## config.mk

```make
export PLATFORM = sky130hd
export DESIGN_NAME = eth_rx_dest_filter
export DESIGN_NICKNAME = d
export VERILOG_FILES = /design/src/rtl/rxf_pkg.sv /design/src/rtl/rxf_cfg_regs.sv /design/src/rtl/rxf_decide.sv /design/src/rtl/rxf_counters.sv /design/src/rtl/eth_rx_dest_filter.sv
export SDC_FILE = /design/constraint.sdc
export NUM_CORES = 1
export LEC_CHECK = 0
export BUFFER_PORTS_ARGS = -buffer_cell sky130_fd_sc_hd__buf_2
export CELL_PAD_IN_SITES_DETAIL_PLACEMENT = 1
export CELL_PAD_IN_SITES_GLOBAL_PLACEMENT = 2
export CORE_MARGIN = 3
export CORE_UTILIZATION = 34
export DETAILED_ROUTE_END_ITERATION = 10
export PLACE_DENSITY_LB_ADDON = 0.1
export RECOVER_POWER = 25
export SYNTH_ARGS = -nofsm -noshare
export SYNTH_HDL_FRONTEND = slang
export SYNTH_SLANG_ARGS = --single-unit
```

## constraint.sdc

```tcl
create_clock -name clk -period 4.2 [get_ports clk]
set_input_delay 0 -clock clk [delete_from_list [all_inputs] [get_ports clk]]
set_output_delay 0 -clock clk [all_outputs]
set_load 0.02 [all_outputs]
```

## src/rtl/rxf_pkg.sv

```systemverilog
package rxf_pkg;

    localparam int N_CH     = 8;
    localparam int CH_W     = $clog2(N_CH);
    localparam int MIN_LEN  = 64;
    localparam int N_CNT    = 4;

    localparam int CI_ACC   = 0;
    localparam int CI_BC    = 1;
    localparam int CI_MC    = 2;
    localparam int CI_DROP  = 3;

    localparam logic [31:0] CTRL_MASK = 32'h00A7_2727;

    typedef enum logic [3:0] {
        RA_CTRL     = 4'd0,
        RA_UC_SET   = 4'd1,
        RA_UC_CLR   = 4'd2,
        RA_MAXLEN   = 4'd3,
        RA_STA_LO   = 4'd4,
        RA_STA_MID  = 4'd5,
        RA_STA_HI   = 4'd6,
        RA_HASH_LO  = 4'd7,
        RA_HASH_HI  = 4'd8,
        RA_CNT_ACC  = 4'd9,
        RA_CNT_BC   = 4'd10,
        RA_CNT_MC   = 4'd11,
        RA_CNT_DROP = 4'd12
    } reg_addr_e;

    typedef enum logic [2:0] {
        RSN_NOMATCH = 3'd0,
        RSN_PROMISC = 3'd1,
        RSN_BCAST   = 3'd2,
        RSN_MCAST   = 3'd3,
        RSN_UCAST   = 3'd4,
        RSN_LONG    = 3'd5,
        RSN_SHORT   = 3'd6
    } reason_e;

    typedef struct packed {
        logic            short_ok;
        logic            prom_en;
        logic [CH_W-1:0] prom_ch;
        logic            bc_en;
        logic [CH_W-1:0] bc_ch;
        logic            mc_en;
        logic [CH_W-1:0] mc_ch;
    } ctrl_t;

    typedef struct packed {
        logic            accept;
        reason_e         reason;
        logic [CH_W-1:0] chan;
    } verdict_t;

    function automatic ctrl_t unpack_ctrl(input logic [31:0] w);
        ctrl_t c;
        c.short_ok = w[23];
        c.prom_en  = w[21];
        c.prom_ch  = w[18:16];
        c.bc_en    = w[13];
        c.bc_ch    = w[10:8];
        c.mc_en    = w[5];
        c.mc_ch    = w[2:0];
        return c;
    endfunction

    function automatic logic [5:0] fold_hash(input logic [47:0] a);
        logic [5:0] h;
        h = '0;
        for (int k = 0; k < 8; k++) h ^= a[47 - 6*k -: 6];
        return h;
    endfunction

endpackage

```

## src/rtl/rxf_cfg_regs.sv

```systemverilog
module rxf_cfg_regs
    import rxf_pkg::*;
#(
    parameter int LEN_W      = 16,
    parameter int MAXLEN_RST = 1518
) (
    input  logic             clk,
    input  logic             rst,
    input  logic             we,
    input  logic [3:0]       addr,
    input  logic [31:0]      wdata,
    output logic [31:0]      ctrl_word,
    output logic [N_CH-1:0]  uc_mask,
    output logic [LEN_W-1:0] max_len,
    output logic [7:0]       sta_lo,
    output logic [7:0]       sta_mid,
    output logic [31:0]      sta_hi,
    output logic [63:0]      hash_tbl
);

    always_ff @(posedge clk) begin
        if (rst) begin
            ctrl_word <= '0;
            uc_mask   <= '0;
            max_len   <= LEN_W'(MAXLEN_RST);
            sta_lo    <= '0;
            sta_mid   <= '0;
            sta_hi    <= '0;
            hash_tbl  <= '0;
        end else if (we) begin
            case (addr)
                RA_CTRL:    ctrl_word      <= wdata & CTRL_MASK;
                RA_UC_SET:  uc_mask        <= uc_mask | wdata[N_CH-1:0];
                RA_UC_CLR:  uc_mask        <= uc_mask & ~wdata[N_CH-1:0];
                RA_MAXLEN:  max_len        <= wdata[LEN_W-1:0];
                RA_STA_LO:  sta_lo         <= wdata[7:0];
                RA_STA_MID: sta_mid        <= wdata[7:0];
                RA_STA_HI:  sta_hi         <= wdata;
                RA_HASH_LO: hash_tbl[31:0] <= wdata;
                RA_HASH_HI: hash_tbl[63:32] <= wdata;
                default: ;
            endcase
        end
    end

endmodule

```

## src/rtl/rxf_decide.sv

```systemverilog
module rxf_decide
    import rxf_pkg::*;
#(
    parameter int LEN_W = 16
) (
    input  logic [47:0]      dest,
    input  logic [LEN_W-1:0] len,
    input  ctrl_t            ctrl,
    input  logic [N_CH-1:0]  uc_mask,
    input  logic [LEN_W-1:0] max_len,
    input  logic [47:0]      sta_addr,
    input  logic [63:0]      hash_tbl,
    output verdict_t         verdict,
    output logic             bc_hit,
    output logic             mc_hit
);

    logic            is_bc, is_mc, sta_hit, hash_bit;
    logic            too_long, too_short;
    logic [5:0]      hidx;
    logic [CH_W-1:0] uc_ch;

    assign is_bc     = &dest;
    assign is_mc     = dest[40] && !is_bc;
    assign sta_hit   = (dest == sta_addr);
    assign hidx      = fold_hash(dest);
    assign hash_bit  = hash_tbl[hidx];
    assign too_long  = len > max_len;
    assign too_short = (len < LEN_W'(MIN_LEN)) && !ctrl.short_ok;

    always_comb begin
        uc_ch = '0;
        for (int i = N_CH - 1; i >= 0; i--)
            if (uc_mask[i]) uc_ch = CH_W'(i);
    end

    always_comb begin
        verdict = '{accept: 1'b0, reason: RSN_NOMATCH, chan: '0};
        bc_hit  = 1'b0;
        mc_hit  = 1'b0;
        if (too_long) begin
            verdict.reason = RSN_LONG;
        end else if (too_short) begin
            verdict.reason = RSN_SHORT;
        end else if (ctrl.prom_en) begin
            verdict = '{accept: 1'b1, reason: RSN_PROMISC, chan: ctrl.prom_ch};
        end else if (is_bc) begin
            if (ctrl.bc_en) begin
                verdict = '{accept: 1'b1, reason: RSN_BCAST, chan: ctrl.bc_ch};
                bc_hit  = 1'b1;
            end
        end else if (is_mc) begin
            if (ctrl.mc_en && hash_bit) begin
                verdict = '{accept: 1'b1, reason: RSN_MCAST, chan: ctrl.mc_ch};
                mc_hit  = 1'b1;
            end
        end else if (sta_hit && (|uc_mask)) begin
            verdict = '{accept: 1'b1, reason: RSN_UCAST, chan: uc_ch};
        end
    end

endmodule

```

## src/rtl/rxf_counters.sv

```systemverilog
module rxf_counters
    import rxf_pkg::*;
#(
    parameter int CNT_W = 16
) (
    input  logic                        clk,
    input  logic                        rst,
    input  logic [N_CNT-1:0]            inc,
    input  logic [N_CNT-1:0]            clr,
    output logic [N_CNT-1:0][CNT_W-1:0] cnt
);

    for (genvar g = 0; g < N_CNT; g++) begin : g_cnt
        always_ff @(posedge clk) begin
            if (rst || clr[g])
                cnt[g] <= '0;
            else if (inc[g] && !(&cnt[g]))
                cnt[g] <= cnt[g] + 1'b1;
        end
    end

endmodule

```

## src/rtl/eth_rx_dest_filter.sv

```systemverilog
module eth_rx_dest_filter
    import rxf_pkg::*;
#(
    parameter int LEN_W      = 16,
    parameter int CNT_W      = 16,
    parameter int MAXLEN_RST = 1518
) (
    input  logic             clk,
    input  logic             rst,
    input  logic             cfg_we,
    input  logic [3:0]       cfg_addr,
    input  logic [31:0]      cfg_wdata,
    output logic [31:0]      cfg_rdata,
    input  logic             hdr_valid,
    input  logic [47:0]      hdr_dest,
    input  logic [LEN_W-1:0] hdr_len,
    output logic             dec_valid,
    output logic             dec_accept,
    output logic [2:0]       dec_reason,
    output logic [2:0]       dec_chan
);

    logic [31:0]                 ctrl_word;
    logic [N_CH-1:0]             uc_mask;
    logic [LEN_W-1:0]            max_len;
    logic [7:0]                  sta_lo, sta_mid;
    logic [31:0]                 sta_hi;
    logic [63:0]                 hash_tbl;
    logic [47:0]                 sta_addr;
    verdict_t                    verdict;
    logic                        bc_hit, mc_hit;
    logic [N_CNT-1:0]            inc, clr;
    logic [N_CNT-1:0][CNT_W-1:0] cnt;

    rxf_cfg_regs #(.LEN_W(LEN_W), .MAXLEN_RST(MAXLEN_RST)) u_regs (
        .clk(clk), .rst(rst), .we(cfg_we), .addr(cfg_addr), .wdata(cfg_wdata),
        .ctrl_word(ctrl_word), .uc_mask(uc_mask), .max_len(max_len),
        .sta_lo(sta_lo), .sta_mid(sta_mid), .sta_hi(sta_hi), .hash_tbl(hash_tbl)
    );

    // first received byte sits in the lowest byte of the high word
    assign sta_addr = {sta_hi[7:0], sta_hi[15:8], sta_hi[23:16], sta_hi[31:24],
                       sta_mid, sta_lo};

    rxf_decide #(.LEN_W(LEN_W)) u_dec (
        .dest(hdr_dest), .len(hdr_len), .ctrl(unpack_ctrl(ctrl_word)),
        .uc_mask(uc_mask), .max_len(max_len), .sta_addr(sta_addr),
        .hash_tbl(hash_tbl), .verdict(verdict), .bc_hit(bc_hit), .mc_hit(mc_hit)
    );

    always_comb begin
        inc          = '0;
        inc[CI_ACC]  = hdr_valid && verdict.accept;
        inc[CI_BC]   = hdr_valid && bc_hit;
        inc[CI_MC]   = hdr_valid && mc_hit;
        inc[CI_DROP] = hdr_valid && !verdict.accept;
        clr          = '0;
        clr[CI_ACC]  = cfg_we && (cfg_addr == RA_CNT_ACC);
        clr[CI_BC]   = cfg_we && (cfg_addr == RA_CNT_BC);
        clr[CI_MC]   = cfg_we && (cfg_addr == RA_CNT_MC);
        clr[CI_DROP] = cfg_we && (cfg_addr == RA_CNT_DROP);
    end

    rxf_counters #(.CNT_W(CNT_W)) u_cnt (
        .clk(clk), .rst(rst), .inc(inc), .clr(clr), .cnt(cnt)
    );

    always_ff @(posedge clk) begin
        if (rst) begin
            dec_valid  <= 1'b0;
            dec_accept <= 1'b0;
            dec_reason <= RSN_NOMATCH;
            dec_chan   <= '0;
        end else begin
            dec_valid <= hdr_valid;
            if (hdr_valid) begin
                dec_accept <= verdict.accept;
                dec_reason <= verdict.reason;
                dec_chan   <= verdict.chan;
            end
        end
    end

    always_comb begin
        case (cfg_addr)
            RA_CTRL:     cfg_rdata = ctrl_word;
            RA_UC_SET,
            RA_UC_CLR:   cfg_rdata = 32'(uc_mask);
            RA_MAXLEN:   cfg_rdata = 32'(max_len);
            RA_STA_LO:   cfg_rdata = 32'(sta_lo);
            RA_STA_MID:  cfg_rdata = 32'(sta_mid);
            RA_STA_HI:   cfg_rdata = sta_hi;
            RA_HASH_LO:  cfg_rdata = hash_tbl[31:0];
            RA_HASH_HI:  cfg_rdata = hash_tbl[63:32];
            RA_CNT_ACC:  cfg_rdata = 32'(cnt[CI_ACC]);
            RA_CNT_BC:   cfg_rdata = 32'(cnt[CI_BC]);
            RA_CNT_MC:   cfg_rdata = 32'(cnt[CI_MC]);
            RA_CNT_DROP: cfg_rdata = 32'(cnt[CI_DROP]);
            default:     cfg_rdata = '0;
        endcase
    end

endmodule

```

Word level (Yosys, flattened, before mapping)

Cells that the tools add are included.

Add/sub/neg operators: 4
Multiply operators: 0
Div/mod/pow operators: 0
$lt $le $gt $ge: 3
Equal/unequal tests: 13
Shift operators: 0
Muxes and demuxes: 35
Bitwise gates (word level): 10
Reductions and logical operators: 44

Operators with widths:

| kind                    | number |
|---|---|
| $pmux W32 S12           | 1 |
| $add A16 B1 Y16 const B | 4 |
| $reduce_and A16 Y1      | 4 |
| $eq A48 B48 Y1          | 1 |
| $reduce_and A48 Y1      | 1 |
| $mux W7                 | 6 |
| $xor A6 B6 Y6           | 7 |
| $mux W3                 | 12 |
| $eq A4 B4 Y1 const B    | 5 |
| $eq A4 B3 Y1 const B    | 4 |
| $gt A16 B16 Y1          | 1 |
| $logic_and A1 B1 Y1     | 16 |
| $lt A16 B7 Y1 const B   | 1 |
| $pmux W8 S2             | 1 |
| $reduce_and A2 Y1       | 8 |
| $mux W1                 | 14 |
| $and A8 B8 Y8           | 1 |
| $eq A4 B2 Y1 const B    | 2 |
| $not A8 Y8              | 1 |
| $or A8 B8 Y8            | 1 |
| $reduce_or A8 Y1        | 1 |
| $logic_not A1 Y1        | 7 |
| $lt A6 B7 Y1 const B    | 1 |
| $bmux W1 S6             | 1 |
| 5 further kinds         | 8 |

Register bits: 221
Latch bits: 0
Memory bits (writable): 0
ROM bits: 0
Logic and storage cells: 125
Memories kept: 0

Longest topological paths before layout

Gate-level depths: netlist of the first run.

Depth after elaboration: 19
Depth in mapped cells: 15
Depth with buffers taken out: 13

Hierarchy

A second synthesis of the first run with hierarchy kept.

Cell total of the unflattened synthesis: 1,546
Area, all modules: 13,779.5 um^2

Modules (own cells, without submodules):

| module             | instances | cells each | area an instance (um^2) |
|---|---|---|---|
| rxf_cfg_regs       | 1         | 573        | 6,084.6 |
| rxf_counters       | 1         | 400        | 3,300.7 |
| rxf_decide         | 1         | 303        | 2,373.5 |
| eth_rx_dest_filter | 1         | 270        | 2,020.7 |

Least setup slack after synthesis of the first run

OpenSTA, ideal clock, no wires.

Path type: input to register
Start point: input hdr_dest[36]
End point: register u_cnt.cnt[0] (netlist name)
Setup time: 128 ps
Arrival: 3,012 ps
Data required time: 4,072 ps
Slack: 1,061 ps
Stages on the path: 13
Path through: xor2_1 -> xnor2_1 -> xnor2_4 -> mux4_2 -> a21oi_1 -> a2111oi_0 -> or3_1 -> or3_4 -> o2111ai_4 -> buf_6 -> buf_6 -> xor2_1 -> nor2_1

Cells in the longest elaborated chain, start to end: 18
Elaborated cells between the ends (all ways): 24
Those cells by class: 1 x eq/ne; 9 x mux; 7 x bitwise; 7 x reduce/logical

RTL lines:

| what                           | RTL line                 | source |
|---|---|---|
| start: declaration             | eth_rx_dest_filter.sv:15 | `input logic [47:0] hdr_dest,` |
| $xor A6 B6 Y6 (7 in a row)     | rxf_pkg.sv:72            | `for (int k = 0; k < 8; k++) h ^= a[47 - 6*k -: 6];` |
| $bmux W1 S6                    | rxf_decide.sv:27         | `assign hash_bit = hash_tbl[hidx];` |
| $mux W1 (not written as such)  | rxf_decide.sv:27         |  |
| $logic_and A1 B1 Y1            | rxf_decide.sv:53         | `if (ctrl.mc_en && hash_bit) begin` |
| $mux W7                        | rxf_decide.sv:53         |  |
| $mux W7                        | rxf_decide.sv:52         | `end else if (is_mc) begin` |
| $mux W7 *                      | rxf_decide.sv:47         | `end else if (is_bc) begin` |
| $mux W7 *                      | rxf_decide.sv:45         | `end else if (ctrl.prom_en) begin` |
| $mux W1 *                      | rxf_decide.sv:43         | `end else if (too_short) begin` |
| $mux W1 *                      | rxf_decide.sv:41         | `if (too_long) begin` |
| $logic_and A1 B1 Y1 *          | eth_rx_dest_filter.sv:53 | `inc[CI_ACC] = hdr_valid && verdict.accept;` |
| $logic_and A1 B1 Y1 *          | rxf_counters.sv:17       | `else if (inc[g] && !(&cnt[g]))` |
| end signal: indexed assignment | rxf_counters.sv:18       | `cnt[g] <= cnt[g] + 1'b1;` |
| end: declaration               | rxf_counters.sv:10       | `output logic [N_CNT-1:0][CNT_W-1:0] cnt` |

Mark *: on every way between the ends. The rest lies on a longest branch, timed or not. The select of a mux whose other input is x is not followed.
A chain may end at the register's enable or synchronous reset.

Worst setup path in the final report of the first run

Start point: input hdr_dest[24]
End point: register u_cnt.cnt[5] (netlist name)

Cells in the longest elaborated chain, start to end: 16
Elaborated cells between the ends (all ways): 22
Those cells by class: 1 x eq/ne; 9 x mux; 5 x bitwise; 7 x reduce/logical

RTL lines:

| what                          | RTL line |
|---|---|
| $xor A6 B6 Y6 (5 in a row)    | rxf_pkg.sv:72 |
| $bmux W1 S6                   | rxf_decide.sv:27 |
| $mux W1 (not written as such) | rxf_decide.sv:27 |
| $logic_and A1 B1 Y1           | rxf_decide.sv:53 |
| $mux W7                       | rxf_decide.sv:53 |
| $mux W7                       | rxf_decide.sv:52 |
| $mux W7 *                     | rxf_decide.sv:47 |
| $mux W7 *                     | rxf_decide.sv:45 |
| $mux W1 *                     | rxf_decide.sv:43 |
| $mux W1 *                     | rxf_decide.sv:41 |
| $logic_and A1 B1 Y1 *         | eth_rx_dest_filter.sv:53 |
| $logic_and A1 B1 Y1 *         | rxf_counters.sv:17 |

Marks and branches as above.

==> out/qor.log, run 1 <==
INFO  finish         layout-area-overhead-vs-synth=20.2%
INFO  critical_path  timing_worst_setup_path_type=in -> reg
INFO  critical_path  timing.critical_path.fanout_max=23
INFO  critical_path  rr_startpoint=u_regs.max_len[10]
INFO  critical_path  reg2reg_to=u_cnt.cnt[5]
INFO  critical_path  worst_path_max_delay_cell=xnor2_4
INFO  synth          syn_area=12,000um^2
INFO  power          p_leak=0.00540uW
INFO  clock_tree     clock_tree_from_tritoncts=done
INFO  hold_path      hold-path-endpoint=dec_valid
INFO  clock_tree     cts_buffers=28
INFO  power          p_total=5450uW
INFO  timing         finalHoldViolations=0
INFO  clock_tree     cts_root_buffer=clkbuf_16
INFO  power          worst_ir_drop_vdd=0.000308V
INFO  synth          synth_enable_flop_cells=0
INFO  synth          yosys_register_bits=221
INFO  synth          synth.distinct_cells=60
INFO  clock_tree     tritoncts_num_sinks=221
INFO  synth          synth_top_area_cell=dfxtp_1
INFO  timing         final_max_slew_viol_count=33
INFO  finish         drive_above_1_share=13.2%
INFO  global_routing grt_pass1_vias=12,700
INFO  critical_path  cp.arrival=4240ps
INFO  timing         worst-slew-pin-transition=2170ps
INFO  route          vias_per_cell=5.81
INFO  hold_path      min-delay-start=rst
INFO  synth          netlist.area_leader.share=36.8%
INFO  timing         max-slew-margin-rel=-44.8%
INFO  global_routing global_route.usage.total=27.8%
INFO  finish         insertedDiodeCount=0
INFO  route          drt-initial-drc-count=874
INFO  hold_path      hold_depth=2
INFO  route          detail-route-antenna-nets=0
INFO  synth          postSynthCellCount=1,545
INFO  critical_path  critical_path.startpoint_type=primary input
INFO  place          placedCellCount=2,077
INFO  synth          netlist_top_cells_area=dfxtp_1 (37%), nand2_1 (10%), a21oi_1 (8.2%)
INFO  finish         finish.net_count=1,809
INFO  status         outcome=finished, violations left
INFO  synth          async_reset_ff_share=0%
INFO  global_routing grt_max_degree=65
INFO  finish         final.fill_count=4,276
INFO  route          average_routed_wire_per_standard_cell=25.2um
INFO  clock_tree     cts.path.max_buffers=3
INFO  clock_tree     cts.htree.levels=1
INFO  global_routing grt_overflow=0
INFO  job            cap_viol_max_count=1
INFO  synth          yosys_warnings=0
INFO  status         failing_checks=max-capacitance violations, max-slew violations
INFO  timing         maximum_clock_frequency=0.266GHz
INFO  timing         fin_worst_skew=12.1ps
INFO  place          place.gp.congestion=0.908
INFO  synth          ys_seq_area_share=36.8%
INFO  floorplan      num_io_pins=144
INFO  floorplan      die_area=37,700um^2
INFO  finish         post_layout_nonfiller_instances=2,161
INFO  critical_path  required_time_of_the_critical_path=4680ps
INFO  route          drt_drc_violations_left=0
INFO  floorplan      floorplan.core_area=34,700um^2
INFO  floorplan      row_count=68
INFO  global_routing first_pass_grt_wire_length=81.0mm
INFO  global_routing antenna_found_initial=2
INFO  floorplan      initial_utilization=34.6%
INFO  route          drt_wl_total=54.4mm
INFO  floorplan      die_w=194um
INFO  clock_tree     post_cts_resize_count=0
INFO  timing         final-setup-viol-count=0
INFO  critical_path  worstPathCellList=buf_2 -> xnor2_1 -> xnor2_1 -> xnor2_4 -> mux2i_1 -> mux4_2 -> a2111oi_0 -> or3_1 -> or3_4 -> o2111ai_4 -> or4_1 -> a21oi_1
INFO  timing         fin_hold_ws=16.1ps
INFO  clock_tree     worst_skew_pair.late_latency=550ps
INFO  critical_path  r2r_slack=540ps
INFO  hold_path      hp-class=in -> reg
INFO  floorplan      dieHeight=194um
INFO  timing         finalCriticalPeriod=3760ps
INFO  power          power_per_cell_area=377nW/um^2
INFO  critical_path  critical_path.endpoint_type=flip-flop
INFO  place          portBuffers=143
INFO  route          route.vias.total=12,600
INFO  critical_path  crit_top_cell=xnor2_1
INFO  synth          syn_area_per_cell=7.78um^2
INFO  critical_path  worst-r2r-cell-count=11
INFO  timing         fin_crit_sh=89.4%
INFO  timing         tns=0ps
INFO  synth          post_syn_nets=1,669
INFO  place          dpl.hpwl=40.4mm
INFO  critical_path  max_stage_delay=740ps
INFO  clock_tree     path_clk_slew=60ps
INFO  route          drt-pass1-iter-count=5
INFO  timing         rsz0062_at_grt=false
INFO  synth          synth_top_flop_cell=dfxtp_1
[what timing repair did]
item,4_1_cts,5_1_grt
hold endpoints to repair,154,0
hold buffers,33,0
buffers inserted,0,0
[synthesized netlist by cell type, types with 4 or more instances]
cell type  instances
nand2_1          331
dfxtp_1          221
a21oi_1          196
clkbuf_1          82
nor2_1            69
nand3_1           65
xnor2_1           64
a22oi_1           50
nand4_1           50
xor2_1            46
inv_1             43
mux2i_1           27
o21ai_0           25
a222oi_1          23
or3_1             21
ha_1              20
nor4_1            17
and3_1            16
a221oi_1          15
nor3_1            14
a211oi_1          13
a21o_1            13
a22o_1            10
nand2b_1          10
and2_1             9
nand3b_1           8
mux4_2             7
o211ai_1           6
o21ai_1            6
buf_1              5
buf_2              5
a31oi_1            4
nand4b_1           4
nor2b_1            4
o31ai_1            4
or4_1              4
[final cells by class]
class                      instances  area (um^2)  area share, %
multi-input combinational       1182         7080           49.0
sequential                       221         4420           30.6
timing repair buffer             208         1260           8.72
clock buffer                      42          855           5.91
tap                              455          569           3.94
inverter                          44          165           1.14
clock inverter                     9          100          0.693
[metal layers]
layer | global-route usage [%] | vias to the layer above | wire (um)
met2 | 44.7 | 425 | 24600
met1 | 37.3 | 6226 | 23900
met4 | 10.1 | 4 | 2220
met3 | 5.16 | 101 | 3650
met5 | 0 | - | 14
li1 | - | 5799 | -
[critical path: cells and delay by family]
family / cells / cell delay [ps]
AO/OA/AOI/OAI: 3 / 1100
XOR/XNOR: 3 / 1150
buffers and inverters: 1 / 120
multiplexers: 2 / 690
AND/OR/NAND/NOR: 3 / 1150
[metrics by stage]
stage | util, % | instance area, um^2 | setup slack, ps
floorplan | - | 12000 | 1060
global placement | 38.1 | 13200 | 92.0
detailed placement | 38.1 | 13200 | -91.3
CTS | 41.8 | 14500 | 492
global route | 41.6 | 14500 | 264
finish | 41.6 | 14500 | 443
[flip-flops by register name, indices dropped and copies added (netlist names), named ones only]
| name | count |
|---|---|
| dec_chan | 3 |
| u_regs.sta_hi | 32 |
| dec_valid | 1 |
| dec_reason | 3 |
| u_regs.hash_tbl | 64 |
| u_regs.sta_mid | 8 |
| u_regs.max_len | 16 |
| u_cnt.cnt | 64 |
| dec_accept | 1 |
| u_regs.sta_lo | 8 |
| u_regs.ctrl_word | 13 |
[layout by cell type (no fill, tap or decap), drive strengths merged, types with 22 or more instances in the layout]
master       netlist  final
a21oi            196    196
a222oi            23     23
a22oi             50     50
buf               15    160
clkbuf            83     57
dfxtp            221    221
dlygate4sd3        0     33
inv               43     43
mux2i             27     27
nand2            331    331
nand3             65     65
nand4             50     50
nor2              69     69
o21ai             31     31
or3               22     22
xnor2             65     65
xor2              46     46
[cells by family after synthesis]
kind of cell / share of synthesized area, %
buffers and inverters: 4.71
AOI/OAI and AO/OA: 20.4
xor gates and xnor gates: 8.24
DFF: 36.8
and+or+nand+nor: 24.2
muxes: 3.56
adders and majority gates: 2.08
[how the worst max path moves through the flow]
stage                        from            end
2_1_floorplan        hdr_dest[36]   u_cnt.cnt[0]
3_3_place_gp         hdr_dest[24]   u_cnt.cnt[5]
3_5_place_dp          hdr_dest[0]   u_cnt.cnt[5]
4_1_cts               hdr_dest[0]   u_cnt.cnt[5]
5_1_grt        u_regs.max_len[10]  u_cnt.cnt[47]
6_report             hdr_dest[24]   u_cnt.cnt[5]
[power by group]
group          switching (uW)  internal (uW)  total (uW)
registers                33.9           2120        2160
logic                     486            312         798
clock network             980           1520        2500
total                    1500           3950        5450
No activity file was read; power rests on OpenSTA's default activity.
==> run 2, diff against run 1 <==
Settings changed: CELL_PAD_IN_SITES_DETAIL_PLACEMENT 1 to default, CELL_PAD_IN_SITES_GLOBAL_PLACEMENT 2 to default, CORE_UTILIZATION 34 to 50, CTS_BUF_LIST from default to sky130_fd_sc_hd__clkbuf_4 sky130_fd_sc_hd__clkbuf_8, PLACE_DENSITY from default to 0.7, PLACE_DENSITY_LB_ADDON 0.1 to default.
==> out/qor.log, run 2 (synthesis gave the netlist of run 1 again) <==
INFO  critical_path  critical_path.endpoint_type=flip-flop
INFO  power          pwr-share-comb=14.9% [+0.3 points]
INFO  route          drt_drc_violations_left=1 [+1]
INFO  global_routing first_pass_grt_wire_length=69.2mm [-15%]
INFO  route          route.vias.total=12,700 [+1.4%]
INFO  finish         finish.net_count=1,814 [+0.28%]
INFO  critical_path  max_stage_delay=580ps [-160 ps]
INFO  power          power_per_cell_area=353nW/um^2 [-6.3%]
INFO  route          average_routed_wire_per_standard_cell=22.4um [-11%]
INFO  global_routing grt_pass1_vias=11,800 [-6.5%]
INFO  critical_path  worst_path_max_delay_cell=or4_1
INFO  clock_tree     cts.path.max_buffers=3 [unchanged]
INFO  floorplan      num_io_pins=144 [unchanged]
INFO  timing         worst-slew-pin-transition=2080ps [-86.1 ps]
INFO  critical_path  required_time_of_the_critical_path=4660ps [-20 ps]
INFO  clock_tree     worst_skew_pair.late_latency=560ps [about the same]
INFO  clock_tree     clock_tree_from_tritoncts=done
INFO  place          dpl.hpwl=33.2mm [-18%]
INFO  status         failing_checks=design-rule violations, max-capacitance violations, max-slew violations
INFO  timing         max-slew-margin-rel=-39.0% [+5.8 points]
INFO  clock_tree     cts_root_buffer=clkbuf_8
INFO  finish         drive_above_1_share=14.0% [+0.75 points]
INFO  timing         final_max_slew_viol_count=234 [+610%]
INFO  timing         fin_worst_skew=30.5ps [+18.4 ps]
INFO  timing         tns=0ps [unchanged]
INFO  job            cap_viol_max_count=4 [+3]
INFO  floorplan      floorplan.core_area=23,500um^2 [-32%]
INFO  clock_tree     post-cts-setup-buffer-count=0 [unchanged]
INFO  route          highest-signal-layer=met4
INFO  clock_tree     tritoncts_num_sinks=221 [unchanged]
INFO  critical_path  critPathBufInv=1 [unchanged]
INFO  floorplan      die_area=26,000um^2 [-31%]
INFO  critical_path  worst-r2r-cell-count=13 [+2]
INFO  status         outcome=finished, violations left
INFO  critical_path  worstSetupPathDepth=13 [+1]
INFO  floorplan      row_count=56 [-18%]
INFO  clock_tree     cts.htree.levels=2 [+1]
INFO  critical_path  cp.arrival=4070ps [-170 ps]
INFO  route          dr_wl_met2=20.3mm [-17%]
INFO  power          internal_power=3560uW [-10%]
INFO  critical_path  timing.critical_path.fanout_max=23 [unchanged]
INFO  finish         insertedDiodeCount=0 [unchanged]
INFO  critical_path  critPathTopFamily=compound AO/OA/AOI/OAI gates
INFO  finish         layout_commonest_cell=nand2_1
INFO  clock_tree     post_cts_resize_count=0 [unchanged]
INFO  power          p_leak=0.00531uW [-1.6%]
INFO  finish         layout-area-overhead-vs-synth=16.9%
INFO  critical_path  critical_path.startpoint_type=flip-flop
INFO  global_routing global_route.usage.total=34.0% [+6.2 points]
INFO  floorplan      dieHeight=161um [-17%]
INFO  critical_path  crit_top_cell=a21oi_1
INFO  finish         mostFrequentLayoutCells=nand2_1 (331), dfxtp_1 (221), a21oi_1 (196), buf_2 (132), nor2_1 (66)
INFO  critical_path  timing_worst_setup_path_type=reg -> reg
INFO  finish         reg_top3=u_cnt.cnt (64), u_regs.hash_tbl (64), u_regs.sta_hi (32)
INFO  critical_path  worstPathCellList=inv_1 -> ha_1 -> nor2b_1 -> o21a_1 -> o21a_1 -> o21ai_0 -> nand2b_1 -> a21oi_1 -> o211ai_1 -> a21oi_1 -> o2111ai_4 -> or4_1 -> a21oi_1
INFO  global_routing antenna_found_initial=0 [-2]
INFO  floorplan      die_w=161um [-17%]
INFO  clock_tree     cts_buffers=40 [+43%]
INFO  power          pwr-share-seq=43.3% [+3.7 points]
INFO  route          detail-route-antenna-nets=0 [unchanged]
INFO  power          power.switching_fraction=28.4% [+0.90 points]
INFO  timing         finalCriticalPeriod=3610ps [-147 ps]
INFO  power          power.share.clock=41.7% [-4.1 points]
INFO  route          drt-initial-drc-count=1,670 [+91%]
INFO  timing         rsz0062_at_grt=false
INFO  timing         maximum_clock_frequency=0.277GHz [+4.1%]
INFO  route          vias_per_cell=6.26 [+7.8%]
INFO  route          drt_wl_total=45.5mm [-16%]
INFO  clock_tree     hold_buffers=33 [unchanged]
INFO  hold_path      hold_depth=4 [+2]
INFO  place          portBuffers=143 [unchanged]
INFO  route          wl_met3=5.12mm [+40%]
INFO  power          total_switching_power=1410uW [-5.9%]
INFO  timing         fin_crit_sh=85.9% [-3.5 points]
INFO  finish         layout.core_utilization=59.7% [+18 points]
INFO  global_routing grt_max_degree=95 [+46%]
INFO  place          place.gp.congestion=0.957 [+5.4%]
INFO  timing         final-setup-viol-count=0 [unchanged]
INFO  route          drt-pass1-iter-count=11 [+6]
INFO  clock_tree     path_clk_slew=60ps [about the same]
INFO  global_routing grt_overflow=0 [unchanged]
INFO  timing         finalHoldViolations=0 [unchanged]
INFO  power          worst_ir_drop_vdd=0.000233V [-24%]
INFO  route          met1_length=18.6mm [-22%]
INFO  floorplan      initial_utilization=51.1% [+16 points]
INFO  hold_path      hp-class=in -> reg
-- run 2: metal layers --
metal / vias to the layer above / GRT usage (%)
met5: - / 0
met4: 0 / 11.6
met3: 122 / 6.59
met2: 815 / 53.9
met1: 5992 / 46.7
li1: 5802 / -
-- run 2: final timing paths --
path                  startpoint             endpoint  slack [ps]
min reg2reg  u_regs.hash_tbl[37]  u_regs.hash_tbl[37]         470
max reg2reg    u_regs.max_len[1]         u_cnt.cnt[5]         590
max            u_regs.max_len[1]         u_cnt.cnt[5]         590
min                  cfg_addr[3]            flip-flop          90
-- run 2: per-stage QoR --
step | instances | hold WS, ps | worst slack (ps) | area [um^2] | total power (uW)
floorplan | 1545 | 121 | 1060 | 12000 | 2650
global placement | 1934 | 263 | 244 | 13000 | 2890
detailed placement | 1934 | 269 | 105 | 13000 | 2900
CTS | 2033 | 69.8 | 573 | 14100 | 4970
global route | 2033 | 104 | 299 | 14100 | 5130
finish | 2033 | 88.4 | 591 | 14100 | 4970
-- run 2: worst reg2reg max path: stages, from the launching register on --
cell and delay, ps:
dfxtp_1 390, inv_1 70, ha_1 280, nor2b_1 130, o21a_1 160, o21a_1 160
o21ai_0 150, nand2b_1 70, a21oi_1 300, o211ai_1 240, a21oi_1 410, o2111ai_4 410
or4_1 590, a21oi_1 150
-- run 2: cell type report --
class                      count  area, um^2
sequential                   221        4420
fill                        2246        9490
clock buffer                  62         766
timing repair buffer         201        1210
multi-input combinational   1182        7070
inverter                      44         165
tap                          319         399
clock inverter                 4        25.0
-- run 2: power by group through the flow --
stage | Clock [uW] | Combinational, uW | Sequential (uW)
after floorplan | 0 | 465 | 2190
after global placement | 0 | 696 | 2200
after detailed placement | 0 | 706 | 2200
after CTS | 2090 | 731 | 2150
after global routing | 2180 | 791 | 2150
final | 2070 | 741 | 2150
==> run 3, diff against run 2 <==
Settings changed: PLACE_DENSITY 0.7 to 0.69, SYNTH_HIERARCHICAL from default to 1.
==> out/qor.log, run 3 <==
INFO  status         outcome=finished, violations left
INFO  status         failing_checks=max-capacitance violations, max-slew violations
INFO  clock_tree     worst_skew_pair.late_latency=570ps [about the same]
INFO  route          drt-pass1-iter-count=8 [-3]
INFO  synth          yosys_warnings=6 [+6]
INFO  power          power_per_cell_area=329nW/um^2 [-7.0%]
INFO  timing         fin_crit_sh=97.7% [+12 points]
INFO  clock_tree     path_clk_slew=70ps [about the same]
INFO  clock_tree     cts.path.max_buffers=3 [unchanged]
INFO  power          worst_ir_drop_vdd=0.000178V [-24%]
INFO  route          route.vias.total=13,100 [+2.7%]
INFO  global_routing first_pass_grt_wire_length=71.0mm [+2.6%]
INFO  critical_path  required_time_of_the_critical_path=4670ps [about the same]
INFO  hold_path      hold_depth=4 [unchanged]
INFO  timing         max-slew-margin-rel=-86.1% [-47 points]
INFO  power          total_switching_power=1460uW [+3.1%]
INFO  synth          synth_common_cells=dfxtp_1 (221), mux2i_1 (182), nand2b_1 (170)
INFO  floorplan      row_count=60 [+7.1%]
INFO  place          portBuffers=143 [unchanged]
INFO  place          dpl_cell_area=14,700um^2 [+13%]
INFO  floorplan      floorplan.core_area=27,000um^2 [+15%]
INFO  finish         final.fill_count=2,414 [+7.5%]
INFO  clock_tree     tritoncts_num_sinks=221 [unchanged]
INFO  power          internal_power=3770uW [+5.9%]
INFO  critical_path  critPathTopFamily=simple AND/OR/NAND/NOR gates
INFO  synth          netlist_top_cells_area=dfxtp_1 (32%), mux2i_1 (13%), nand2b_1 (7.7%)
INFO  finish         insertedDiodeCount=0 [unchanged]
INFO  critical_path  critical_path.startpoint_type=flip-flop
INFO  critical_path  max_stage_delay=560ps [-20 ps]
INFO  timing         tns=0ps [unchanged]
INFO  synth          synth_top_area_cell=dfxtp_1
INFO  route          drt_wl_total=47.7mm [+4.8%]
INFO  place          dpl.hpwl=35.4mm [+6.8%]
INFO  clock_tree     cts.htree.levels=2 [unchanged]
INFO  critical_path  worst-r2r-cell-count=17 [+4]
INFO  hold_path      hp-class=in -> reg
INFO  synth          synth.distinct_cells=87 [+45%]
INFO  timing         worst-slew-pin-transition=2790ps [+707 ps]
INFO  route          drt_drc_violations_left=0 [-1]
INFO  finish         drive_above_1_share=16.3% [+2.3 points]
INFO  synth          yosysMostFrequentCell=dfxtp_1
INFO  timing         final_max_slew_viol_count=67 [-71%]
INFO  clock_tree     cts_root_buffer=clkbuf_8
INFO  global_routing grt_max_degree=81 [-15%]
INFO  synth          netlist.area_leader.share=32.1% [-4.7 points]
INFO  hold_path      min-delay-start=cfg_we
INFO  finish         reg_top3=u_cnt/cnt (64), u_regs/hash_tbl (64), u_regs/sta_hi (32)
INFO  timing         finalHoldViolations=0 [unchanged]
INFO  power          pwr-share-comb=16.3% [+1.4 points]
INFO  finish         mostFrequentLayoutCells=dfxtp_1 (221), mux2i_1 (182), nand2b_1 (170), buf_2 (134), nand2_1 (88)
INFO  floorplan      num_io_pins=144 [unchanged]
INFO  global_routing grt_pass1_vias=12,000 [+1.0%]
INFO  synth          synth_enable_flop_cells=0 [unchanged]
INFO  critical_path  cp.arrival=4580ps [+510 ps]
INFO  synth          syn_area=13,800um^2 [+15%]
INFO  floorplan      die_area=29,600um^2 [+14%]
INFO  global_routing grt_overflow=0 [unchanged]
INFO  route          average_routed_wire_per_standard_cell=22.9um [+2.2%]
INFO  critical_path  critical_path.endpoint_type=flip-flop
INFO  critical_path  crit_top_cell=o21a_1
INFO  critical_path  worstPathCellList=inv_1 -> ha_1 -> nor2b_1 -> o21a_1 -> o21a_1 -> o21a_1 -> o21a_1 -> o21ai_0 -> nand2b_1 -> a41oi_2 -> nand2_1 -> a31oi_2 -> and2_1 -> nand2_2 -> or4_4 -> or4_1 -> a21oi_1
INFO  route          vias_per_cell=6.27 [+0.13%]
INFO  timing         finalCriticalPeriod=4100ps [+494 ps]
INFO  power          power.switching_fraction=27.9% [-0.54 points]
INFO  synth          ys_seq_area_share=32.1% [-4.7 points]
INFO  critical_path  r2r_slack=100ps [-490 ps]
INFO  finish         finish.net_count=1,843 [+1.6%]
INFO  finish         layout.cell_area.non_filler=15,900um^2 [+13%]
INFO  power          power.share.clock=42.5% [+0.8 points]
INFO  clock_tree     clock_tree_from_tritoncts=done
INFO  timing         final-setup-viol-count=0 [unchanged]
INFO  critical_path  critPathBufInv=1 [unchanged]
INFO  synth          yosys_register_bits=221 [unchanged]
INFO  timing         fin_worst_skew=30.4ps [-0.126 ps]
INFO  finish         layout-area-overhead-vs-synth=15.3%
INFO  global_routing antenna_found_initial=2 [+2]
INFO  critical_path  reg2reg_to=u_cnt/cnt[15]
INFO  job            cap_viol_max_count=1 [-3]
INFO  hold_path      hold-path-endpoint=u_cnt/cnt[13]
INFO  critical_path  rr_startpoint=u_regs/max_len[1]
INFO  floorplan      initial_utilization=51.0% [-0.10 points]
INFO  floorplan      dieHeight=172um [+6.8%]
INFO  global_routing global_route.usage.total=31.1% [-2.9 points]
INFO  finish         layout_commonest_cell=dfxtp_1
INFO  timing         fin_hold_ws=90.2ps [+1.84 ps]
INFO  timing         maximum_clock_frequency=0.244GHz [-12%]
INFO  critical_path  timing_worst_setup_path_type=reg -> reg
INFO  synth          postSynthCellCount=1,546 [+0.065%]
INFO  critical_path  worst_path_max_delay_cell=or4_4
INFO  route          detail-route-antenna-nets=0 [unchanged]
INFO  route          drt-initial-drc-count=1,711 [+2.5%]
INFO  power          pwr-share-seq=41.2% [-2.1 points]
INFO  critical_path  timing.critical_path.fanout_max=7 [-70%]
INFO  synth          synth_top_flop_cell=dfxtp_1
INFO  finish         layout.core_utilization=58.8% [-0.92 points]
INFO  clock_tree     cts_buffers=41 [+2.5%]
INFO  floorplan      die_w=172um [+6.8%]
INFO  power          p_total=5220uW [+5.1%]
INFO  synth          syn_area_per_cell=8.91um^2 [+14%]
INFO  place          place.gp.congestion=1.03 [+7.4%]
INFO  synth          async_reset_ff_share=0% [unchanged]
INFO  power          p_leak=0.00663uW [+25%]
-- run 3: what timing repair did --
action | 4_1_cts | 5_1_grt
resized for setup | 0 | 3
buffers inserted | 0 | 0
hold buffers | 34 | 0
endpoints found under the hold margin | 126 | 0
endpoints found under the setup margin | 0 | 7
-- run 3: worst max path at each step --
stage	end	cells past startpoint	start
2_1_floorplan	u_cnt/cnt[11]	18	u_regs/max_len[1]
3_3_place_gp	u_cnt/cnt[15]	16	hdr_dest[7]
3_5_place_dp	u_cnt/cnt[15]	16	hdr_dest[7]
4_1_cts	u_cnt/cnt[15]	17	u_regs/max_len[1]
5_1_grt	u_cnt/cnt[29]	17	u_regs/max_len[1]
6_report	u_cnt/cnt[15]	17	u_regs/max_len[1]
-- run 3: final cells by class --
class                      instances  area, um^2  area share (%)
sequential                       221        4420            27.8
clock buffer                      56         702            4.42
inverter                          40         150           0.945
clock inverter                    12         156           0.984
timing repair buffer             216        1330            8.39
multi-input combinational       1199        8700            54.7
tap                              341         427            2.69
-- run 3: through the flow --
stage	setup WS (ps)	cells
after floorplan	163	1564
after global placement	42.2	1983
after detailed placement	-33.1	1983
after CTS	27.5	2085
after global routing	-38.3	2085
final	97.4	2085
-- run 3: kinds of logic (layout without fill, tap and decap cells) --
logic type,count (synthesis),count (layout),share of synthesized area (%)
compound gates,284,284,14.7
buf+inv,144,324,5.58
other cells,1,19,0.0272
fa+ha+maj,20,20,1.82
flops,221,221,32.1
simple gates,585,585,24.4
mux,196,196,15.2
xor+xnor,95,95,6.09
-- run 3: power by group through the flow --
stage	clock (uW)	combinational (uW)	sequential (uW)
floorplan	0	573	2180
global placement	0	797	2200
detailed placement	0	804	2200
CTS	2240	832	2150
global route	2330	906	2150
finish	2220	851	2150
-- run 3: layer usage --
layer	wire length, um	part of all wire, %	global-route usage, %	up-vias
met2	21100	44	48.1	667
li1	-	-	-	6003
met1	20500	43	44.1	6286
met3	4660	9.8	5.74	115
met4	1460	3.1	9.65	2
met5	17	0.036	0	-
-- run 3: worst min-delay path, delay by kind of cell --
| family | cells | cell delay, ps |
|---|---|---|
| compound gates | 1 | 60 |
| buf+inv | 1 | 210 |
| simple gates | 2 | 300 |
